**src/rtl/tmr_pkg.sv**
```systemverilog
package tmr_pkg;
  typedef enum logic [1:0] {
    MODE_13    = 2'd0,
    MODE_16    = 2'd1,
    MODE_8R    = 2'd2,
    MODE_SPLIT = 2'd3
  } tmr_mode_e;

  localparam int ADDR_W    = 2;
  localparam logic [ADDR_W-1:0] ADDR_CTRL = 2'd0;
  localparam logic [ADDR_W-1:0] ADDR_LO   = 2'd1;
  localparam logic [ADDR_W-1:0] ADDR_HI   = 2'd2;

  localparam int CB_EVT    = 2;
  localparam int CB_GATE   = 3;
  localparam int CB_RUN    = 4;
  localparam int CB_OVF    = 5;
  localparam int NUM_FLAGS = 2;
endpackage

```
**src/rtl/tmr_sync.sv**
```systemverilog
module tmr_sync #(
  parameter int W      = 2,
  parameter int STAGES = 2
) (
  input  logic         clk_i,
  input  logic         rst_ni,
  input  logic [W-1:0] async_i,
  output logic [W-1:0] sync_o
);
  logic [W-1:0] stg_q [STAGES];

  for (genvar s = 0; s < STAGES; s++) begin : g_stage
    if (s == 0) begin : g_first
      always_ff @(posedge clk_i or negedge rst_ni) begin
        if (!rst_ni) stg_q[s] <= '0;
        else         stg_q[s] <= async_i;
      end
    end else begin : g_next
      always_ff @(posedge clk_i or negedge rst_ni) begin
        if (!rst_ni) stg_q[s] <= '0;
        else         stg_q[s] <= stg_q[s-1];
      end
    end
  end

  assign sync_o = stg_q[STAGES-1];
endmodule

```
**src/rtl/tmr_flag.sv**
```systemverilog
module tmr_flag (
  input  logic clk_i,
  input  logic rst_ni,
  input  logic set_i,
  input  logic sw_clr_i,
  input  logic ack_i,
  output logic flag_o
);
  logic flag_q;

  always_ff @(posedge clk_i or negedge rst_ni) begin
    if (!rst_ni)                 flag_q <= 1'b0;
    else if (set_i)              flag_q <= 1'b1;  // set beats clear
    else if (sw_clr_i || ack_i)  flag_q <= 1'b0;
  end

  assign flag_o = flag_q;

  AST_SET_WINS: assert property (@(posedge clk_i) disable iff (!rst_ni)
    set_i |=> flag_q);
  AST_ACK_CLEARS: assert property (@(posedge clk_i) disable iff (!rst_ni)
    ack_i && !set_i |=> !flag_q);
  AST_NO_SPONT_SET: assert property (@(posedge clk_i) disable iff (!rst_ni)
    !flag_q && !set_i |=> !flag_q);
endmodule

```
**src/rtl/tmr_count.sv**
```systemverilog
module tmr_count
  import tmr_pkg::*;
#(
  parameter int BYTE_W = 8,
  parameter int PRE_W  = 5
) (
  input  logic              clk_i,
  input  logic              rst_ni,
  input  tmr_mode_e         mode_i,
  input  logic              inc_i,
  input  logic              inc_hi_i,
  input  logic              wr_lo_i,
  input  logic              wr_hi_i,
  input  logic [BYTE_W-1:0] wdata_i,
  output logic [BYTE_W-1:0] lo_o,
  output logic [BYTE_W-1:0] hi_o,
  output logic              ovf_o,
  output logic              ovf_hi_o
);
  localparam int W16 = 2 * BYTE_W;

  logic [BYTE_W-1:0] lo_q, hi_q, lo_d, hi_d;
  logic              ovf, ovf_hi;

  always_comb begin
    lo_d   = lo_q;
    hi_d   = hi_q;
    ovf    = 1'b0;
    ovf_hi = 1'b0;
    unique case (mode_i)
      MODE_13: if (inc_i) begin
        lo_d[PRE_W-1:0] = lo_q[PRE_W-1:0] + PRE_W'(1);
        if (&lo_q[PRE_W-1:0]) begin
          hi_d = hi_q + BYTE_W'(1);
          ovf  = &hi_q;
        end
      end
      MODE_16: if (inc_i) begin
        {hi_d, lo_d} = {hi_q, lo_q} + W16'(1);
        ovf          = &{hi_q, lo_q};
      end
      MODE_8R: if (inc_i) begin
        if (&lo_q) begin
          lo_d = hi_q;
          ovf  = 1'b1;
        end else begin
          lo_d = lo_q + BYTE_W'(1);
        end
      end
      MODE_SPLIT: begin
        if (inc_i) begin
          lo_d = lo_q + BYTE_W'(1);
          ovf  = &lo_q;
        end
        if (inc_hi_i) begin
          hi_d   = hi_q + BYTE_W'(1);
          ovf_hi = &hi_q;
        end
      end
      default: ;
    endcase
    if (wr_lo_i) lo_d = wdata_i;
    if (wr_hi_i) hi_d = wdata_i;
  end

  always_ff @(posedge clk_i or negedge rst_ni) begin
    if (!rst_ni) begin
      lo_q <= '0;
      hi_q <= '0;
    end else begin
      lo_q <= lo_d;
      hi_q <= hi_d;
    end
  end

  assign lo_o     = lo_q;
  assign hi_o     = hi_q;
  assign ovf_o    = ovf;
  assign ovf_hi_o = ovf_hi;

  AST_IDLE_HOLD: assert property (@(posedge clk_i) disable iff (!rst_ni)
    !inc_i && !inc_hi_i && !wr_lo_i && !wr_hi_i |=> $stable(lo_q) && $stable(hi_q));
  AST_RELOAD: assert property (@(posedge clk_i) disable iff (!rst_ni)
    mode_i == MODE_8R && inc_i && (&lo_q) && !wr_lo_i |=> lo_q == $past(hi_q));
  AST_WRAP16: assert property (@(posedge clk_i) disable iff (!rst_ni)
    mode_i == MODE_16 && inc_i && (&{hi_q, lo_q}) && !wr_lo_i && !wr_hi_i
    |=> lo_q == '0 && hi_q == '0);
endmodule

```
**src/rtl/gated_timer.sv**
```systemverilog
module gated_timer
  import tmr_pkg::*;
#(
  parameter int BYTE_W      = 8,
  parameter int PRE_W       = 5,
  parameter int SYNC_STAGES = 2
) (
  input  logic              clk_i,
  input  logic              rst_ni,
  input  logic              wr_en_i,
  input  logic [ADDR_W-1:0] addr_i,
  input  logic [BYTE_W-1:0] wdata_i,
  output logic [BYTE_W-1:0] rdata_o,
  input  logic              tick_i,
  input  logic              cnt_pin_i,
  input  logic              gate_pin_i,
  input  logic              ack_i,
  output logic              ovf_o,
  output logic              ovf_hi_o
);
  tmr_mode_e mode_q;
  logic      evt_q, gate_q, run_q;
  logic      cnt_prev_q;
  logic [1:0] pins_s;
  logic      cnt_s, gate_s, fall, src, allow;
  logic      inc_main, inc_hi;
  logic      wr_ctrl, wr_lo, wr_hi;
  logic [BYTE_W-1:0] lo, hi;
  logic [NUM_FLAGS-1:0] set_v, ack_v, clr_v, flag_v;

  tmr_sync #(.W(2), .STAGES(SYNC_STAGES)) u_sync (
    .clk_i   (clk_i),
    .rst_ni  (rst_ni),
    .async_i ({gate_pin_i, cnt_pin_i}),
    .sync_o  (pins_s)
  );
  assign cnt_s  = pins_s[0];
  assign gate_s = pins_s[1];

  // edge history advances only on ticks: one event per tick at most
  always_ff @(posedge clk_i or negedge rst_ni) begin
    if (!rst_ni)     cnt_prev_q <= 1'b0;
    else if (tick_i) cnt_prev_q <= cnt_s;
  end
  assign fall = cnt_prev_q & ~cnt_s;

  assign wr_ctrl = wr_en_i && (addr_i == ADDR_CTRL);
  assign wr_lo   = wr_en_i && (addr_i == ADDR_LO);
  assign wr_hi   = wr_en_i && (addr_i == ADDR_HI);

  always_ff @(posedge clk_i or negedge rst_ni) begin
    if (!rst_ni) begin
      mode_q <= MODE_13;
      evt_q  <= 1'b0;
      gate_q <= 1'b0;
      run_q  <= 1'b0;
    end else if (wr_ctrl) begin
      mode_q <= tmr_mode_e'(wdata_i[1:0]);
      evt_q  <= wdata_i[CB_EVT];
      gate_q <= wdata_i[CB_GATE];
      run_q  <= wdata_i[CB_RUN];
    end
  end

  assign src      = evt_q ? (tick_i & fall) : tick_i;
  assign allow    = run_q & (~gate_q | gate_s);
  assign inc_main = allow & src;
  assign inc_hi   = run_q & tick_i & (mode_q == MODE_SPLIT);

  tmr_count #(.BYTE_W(BYTE_W), .PRE_W(PRE_W)) u_count (
    .clk_i    (clk_i),
    .rst_ni   (rst_ni),
    .mode_i   (mode_q),
    .inc_i    (inc_main),
    .inc_hi_i (inc_hi),
    .wr_lo_i  (wr_lo),
    .wr_hi_i  (wr_hi),
    .wdata_i  (wdata_i),
    .lo_o     (lo),
    .hi_o     (hi),
    .ovf_o    (set_v[0]),
    .ovf_hi_o (set_v[1])
  );

  assign ack_v = {1'b0, ack_i};

  for (genvar k = 0; k < NUM_FLAGS; k++) begin : g_flag
    assign clr_v[k] = wr_ctrl & ~wdata_i[CB_OVF+k];
    tmr_flag u_flag (
      .clk_i    (clk_i),
      .rst_ni   (rst_ni),
      .set_i    (set_v[k]),
      .sw_clr_i (clr_v[k]),
      .ack_i    (ack_v[k]),
      .flag_o   (flag_v[k])
    );
  end

  assign ovf_o    = flag_v[0];
  assign ovf_hi_o = flag_v[1];

  always_comb begin
    rdata_o = '0;
    unique case (addr_i)
      ADDR_CTRL: begin
        rdata_o[1:0]          = mode_q;
        rdata_o[CB_EVT]       = evt_q;
        rdata_o[CB_GATE]      = gate_q;
        rdata_o[CB_RUN]       = run_q;
        rdata_o[CB_OVF]       = flag_v[0];
        rdata_o[CB_OVF+1]     = flag_v[1];
      end
      ADDR_LO: rdata_o = lo;
      ADDR_HI: rdata_o = hi;
      default: rdata_o = '0;
    endcase
  end

  AST_RUN_HOLD: assert property (@(posedge clk_i) disable iff (!rst_ni)
    !run_q && !wr_en_i |=> $stable(lo) && $stable(hi));
  AST_GATE_HOLD: assert property (@(posedge clk_i) disable iff (!rst_ni)
    gate_q && !gate_s && !wr_en_i && mode_q != MODE_SPLIT |=> $stable(lo) && $stable(hi));
  AST_FLAG_RISE: assert property (@(posedge clk_i) disable iff (!rst_ni)
    $rose(ovf_o) |-> $past(set_v[0]));
endmodule

```
**config.mk**
```make
export PLATFORM = sky130hd
export DESIGN_NAME = gated_timer
export DESIGN_NICKNAME = d
export VERILOG_FILES = /design/src/rtl/tmr_pkg.sv /design/src/rtl/tmr_sync.sv /design/src/rtl/tmr_flag.sv /design/src/rtl/tmr_count.sv /design/src/rtl/gated_timer.sv
export SDC_FILE = /design/constraint.sdc
export NUM_CORES = 1
export LEC_CHECK = 0
export BUFFER_PORTS_ARGS = -buffer_cell sky130_fd_sc_hd__buf_2
export CAP_MARGIN = 20
export CORE_MARGIN = 4
export CORE_UTILIZATION = 30
export DETAILED_ROUTE_END_ITERATION = 8
export PLACE_DENSITY = 0.55
export SKIP_CTS_REPAIR_TIMING = 1
export SLEW_MARGIN = 0
export SYNTH_ARGS = -nofsm -noshare
export SYNTH_HDL_FRONTEND = slang
export SYNTH_HIERARCHICAL = 1
export SYNTH_SLANG_ARGS = --single-unit
```
**constraint.sdc**
```tcl
create_clock -name clk_i -period 2.5 [get_ports clk_i]
set_clock_uncertainty 0.2 [all_clocks]
set_input_delay 0.375 -clock clk_i [delete_from_list [all_inputs] [get_ports clk_i]]
set_output_delay 0.375 -clock clk_i [all_outputs]
set_load 0.03 [all_outputs]
```
======== After elaboration in Yosys (flattened, before gate mapping) ========
Index checks and enable logic that the tools add are counted.
W data, S select, Z words.
storage, ports and cells
  flip-flop bits (word level) ............. 28
  input bits .............................. 17
  word-level logic and storage cells ...... 89
cells by class
  add/subtract/negate cells ............... 4
  equality and inequality tests ........... 13
  muxes and demuxes ....................... 30
  bitwise operators ....................... 13
  reduce and logical (&&, ||, !) cells .... 17
operator list
  cell                     count
  $mux W8                  10
  $pmux W8 S3              1
  $ne A3 B2 Y1 const B     7
  $pmux W7 S3              1
  $pmux W5 S4              1
  $add A16 B1 Y16 const B  1
  $add A8 B1 Y8 const B    2
  $reduce_and A16 Y1       1
  $reduce_and A8 Y1        2
  $mux W1                  13
  $reduce_and A5 Y1        2
  $pmux W3 S3              1
  $and A1 B1 Y1            8
  $reduce_and A4 Y1        2
  $reduce_bool A4 Y1       2
  $eq A2 B2 Y1 const B     3
  $add A5 B1 Y5 const B    1
  $mux W5                  1
  $eq A2 B1 Y1 const B     2
  $logic_not A2 Y1         2
  $not A1 Y1               4
  $pmux W1 S4              1
  $reduce_bool A2 Y1       2
  $logic_and A1 B1 Y1      3
  other kinds (4)          4

======== Depth between registers and ports, before layout ========
  depth after elaboration ................. 8
  mapped depth ............................ 9

======== Modules after synthesis ========
Netlist, hierarchy kept.
modules (own cells, without submodules)
  module       instances  cells an instance  area each (µm²)
  tmr_count    1          165                1,358.8
  gated_timer  1          49                 486.7
  tmr_sync     1          6                  115.1
  tmr_flag     2          3                  36.3

======== Least setup slack after synthesis ========
OpenSTA, ideal clock, no wires.
  path kind ............................... reg-to-reg
  start point ............................. reg u_sync.stg_q (netlist bit u_sync/sync_o[0])
  end point ............................... reg u_count.hi_q[2], in the netlist u_count/hi_o[2]
  setup time .............................. 82 ps
  arrival ................................. 2,024 ps
  required time ........................... 2,218 ps
  setup slack ............................. 194 ps
  cell stages (with the launch flop) ...... 10
  buffers on the path ..................... 3
  cells stage by stage .................... dfrtp_1 -> buf_4 -> nand2b_1 -> a221oi_1 -> clkbuf_2 -> a21bo_2 -> o2111ai_2 -> buf_6 -> or4_1 -> a31oi_1
between the ends
  cells in the longest elaborated chain, start to end .. 7
ends and longest elaborated chain
  what                                  RTL line           source
  start: declaration                    tmr_sync.sv:10     logic [W-1:0] stg_q [STAGES];
  start signal: indexed assignment      tmr_sync.sv:21     else stg_q[s] <= stg_q[s-1];
  $not A1 Y1 *                          gated_timer.sv:45  assign fall = cnt_prev_q & ~cnt_s;
  $and A1 B1 Y1 *                       gated_timer.sv:45
  $and A1 B1 Y1 *                       gated_timer.sv:65  assign src = evt_q ? (tick_i & fall) : tick_i;
  $mux W1 *                             gated_timer.sv:65
  $and A1 B1 Y1 *                       gated_timer.sv:67  assign inc_main = allow & src;
  net inc_main                          gated_timer.sv:26  logic inc_main, inc_hi;
  $ne A3 B2 Y1 (no source line)         --
  $reduce_and A5 Y1 (no source line) *  --
  end signal: assignment                tmr_count.sv:72    hi_q <= hi_d;
  end: declaration                      tmr_count.sv:22    logic [BYTE_W-1:0] lo_q, hi_q, lo_d, hi_d;
The timed path passes the listed nets; every way through them passes the cells marked *.
A chain may end at the register's enable or synchronous reset.

======== Worst setup path after layout ========
  start point ............................. reg u_count.lo_q[1], in the netlist u_count/lo_o[1]
  end point ............................... reg u_count.hi_q[4], in the netlist u_count/hi_o[4]
between the ends
  cells in the longest elaborated chain, start to end .. 4
ends and longest elaborated chain
  what                      RTL line         source
  start: declaration        tmr_count.sv:22
  start signal: assignment  tmr_count.sv:71  lo_q <= lo_d;
  $add A16 B1 Y16           tmr_count.sv:39  {hi_d, lo_d} = {hi_q, lo_q} + W16'(1);
  $mux W8                   tmr_count.sv:38  MODE_16: if (inc_i) begin
  $pmux W8 S3               tmr_count.sv:30  unique case (mode_i)
  $mux W8                   tmr_count.sv:63  if (wr_hi_i) hi_d = wdata_i;
Parallel ways exist; a longest one is shown, timed or not. The select of a mux whose other input is x is not followed.

==> impl_metrics.toml <==
[outcome]
outcome = "complete, no violations"

[pwr]
leakage_nw = 1.065
p_per_area_mw_per_mm2 = 870.3
vdd_drop_max_mv = 0.3135

[synthesis]
synth_area_leaders = "dfrtp_1 34%, ha_1 6.8%, mux2_4 3.7%, nand3_1 3.7%, a222oi_1 3.4%"
ys_async_sr_fraction_pct = 100.0
seq_area_frac_synth_pct = 34.46
yosys_register_bits = 28
yosys-top-cells-count = "28 x dfrtp_1, 16 x nor2_1, 15 x nand3_1"
synthCells = 226
synth_nets = 254
netlist_area_sq_mm = 0.002033
synth_edf_count = 0
synth_flop_cell = "dfrtp_1"
synth_cell_type_count = 50
synth_top_cell_area_share_pct = 34.46
avgSynthCellArea_sq_um = 8.996
synth_largest_area_cell = "dfrtp_1"
synth_most_common_cell = "dfrtp_1"
ys_warn_count = 6

[global_route]
grt_start_max_net_pins = 29
first_global_vias = 1822
grt_pass1_wl_mm = 9.528
antenna_found_initial = 0
grt_usage_pct = 14.48
grt_overflow = 0

[sta]
rsz0062_at_grt = "no"
period_needed_ns = 2.355
report.final.hold_viol_count = 0
max_freq_mhz = 424.7
tns_ns = 0
setup_viol = 0
fin_ws_ns = 0.1453
tightest_slew_ns = 0.6693
hold_ws_ns = 0.1577
final.period_utilization_pct = 94.19
slew_headroom_pct = 55.38
slew_viol_final = 0

[die]
fp-row-count = 29
coreArea_sq_mm = 0.006459
die-area_sq_mm = 0.008159
die_w_microns = 90.33
dieHeight_microns = 90.33
initial_core_util_pct = 31.48
io_pins = 27

[worst_setup_path]
worstSetupStartpointType = "flop"
path_class = "flop to flop"
worstPathMaxFanout = 10
cp.arrival_ns = 2.36
crit_path_end_kind = "flop"
worstPathRequired_ns = 2.51

[route]
drt-vias-per-instance = 6.009
drt_drc_violations_left = 0
drt_iter0_markers = 217
num_vias = 2013
first_pass_iters = 5
wl_per_cell_microns = 18.49
ant_nets = 0
totalWireLength_mm = 6.195

[layout]
drive_gt1_share_pct = 20.54
diodes = 0
syn_to_final_growth_pct = 17.97
fin_nets = 287
utilization_pct = 37.14

[placement]
gp_congestion = 0.9356
io_buffers = 26
dp_hpwl_mm = 4.640
pre_cts_slack_ns = 0.09796

[clocking]
clock_path_buffers = 2
cts_buffers = 3
root_buffer = "clkbuf_8"
cts_tree = "yes"
path_clk_slew_ns = 0.10
cts_sinks = 28
cts_max_level = 1
clk_latency_ns = 0.28

[min_path]
holdCritPathClass = "input pin to flop"

[job]
maxCapViolCount = 0
## cell families after synthesis
group / Yosys count / share of synthesized area (%)
AO/OA/AOI/OAI: 67 / 23.82
XOR/XNOR: 2 / 0.8617
adder cells (fa/ha/maj): 11 / 6.769
buffers and inverters: 27 / 6.707
flip-flops: 28 / 34.46
multiplexers: 8 / 5.231
other: 1 / 0.1844
AND/OR/NAND/NOR: 82 / 21.97
## registers in the layout, indices dropped and copies added (netlist names)
signal,cells
cnt_prev_q,1
evt_q,1
g_flag.u_flag/flag_o,2
gate_q,1
mode_q,2
run_q,1
u_count/hi_o,8
u_count/lo_o,8
u_sync/stg_q,2
u_sync/sync_o,2
## path summary, 6_finish.rpt
path                                                   from                          end  slack (ns)  cells past startpoint
worst min register to register    u_sync/stg_q[3]$_DFF_PN0_   u_sync/sync_o[1]$_DFF_PN0_        0.16                      0
min in group asynchronous                            rst_ni  u_count/lo_o[3]$_DFFE_PN0P_        0.45                      2
worst min-delay path                                 tick_i       cnt_prev_q$_DFFE_PN0P_        0.16                      2
max in group asynchronous                            rst_ni  u_count/lo_o[4]$_DFFE_PN0P_        1.21                      2
worst max register to register  u_count/lo_o[1]$_DFFE_PN0P_  u_count/hi_o[4]$_DFFE_PN0P_        0.15                      8
worst max-delay path            u_count/lo_o[1]$_DFFE_PN0P_  u_count/hi_o[4]$_DFFE_PN0P_        0.15                      8
## placed cells by master, fill, tap and decap left out, types with 4 or more instances in the layout
cell	n
nand4_1	8
o21ai_0	9
inv_1	11
nand3_1	15
mux2_4	5
buf_2	26
a31oi_1	6
nor2b_1	4
a21o_1	4
nor2_1	16
a21oi_1	11
nand2_1	8
nor3_1	6
nand2b_1	4
and3_1	5
buf_4	13
o31ai_1	5
dfrtp_1	28
and4_1	4
a222oi_1	7
o22ai_1	5
ha_1	11
## through the flow
step,instances,power [mW],cell area (sq um)
final,335,2.088,2399
after detailed placement,326,1.672,2271
after global placement,326,1.669,2271
after global routing,335,2.226,2399
after floorplan,226,1.387,2033
after CTS,330,2.044,2342
## layer usage
metal / vias up / wire length [microns] / track usage, %
met5: - / 0 / 0
met4: 0 / 53 / 1.913
met3: 10 / 425 / 2.750
met2: 93 / 2893 / 23.90
met1: 979 / 2823 / 20.21
li1: 931 / - / -
## report_power, final
group	internal [mW]	switching, mW
clock	0.215	0.146
combinational	0.413	0.506
sequential	0.575	0.233
## area by class of cell
class | instances | area, sq um
multi-input cells | 171 | 1207
clock buffers | 3 | 41.29
flip-flops and latches | 28 | 700.7
inverters | 12 | 45.04
well taps | 77 | 96.34
fillers | 676 | 4060
repair buffers | 43 | 277.8
clock inverters | 1 | 30.03
## worst max-delay path: stages, from the launching register on
cell       delay (ns)
dfrtp_1          0.42
ha_1             0.21
nand3_1          0.14
clkinv_1         0.09
ha_1             0.16
a21bo_2          0.17
o2111ai_4        0.18
or4_1            0.54
a31oi_1          0.17
Power figures use the tool's default switching activity.
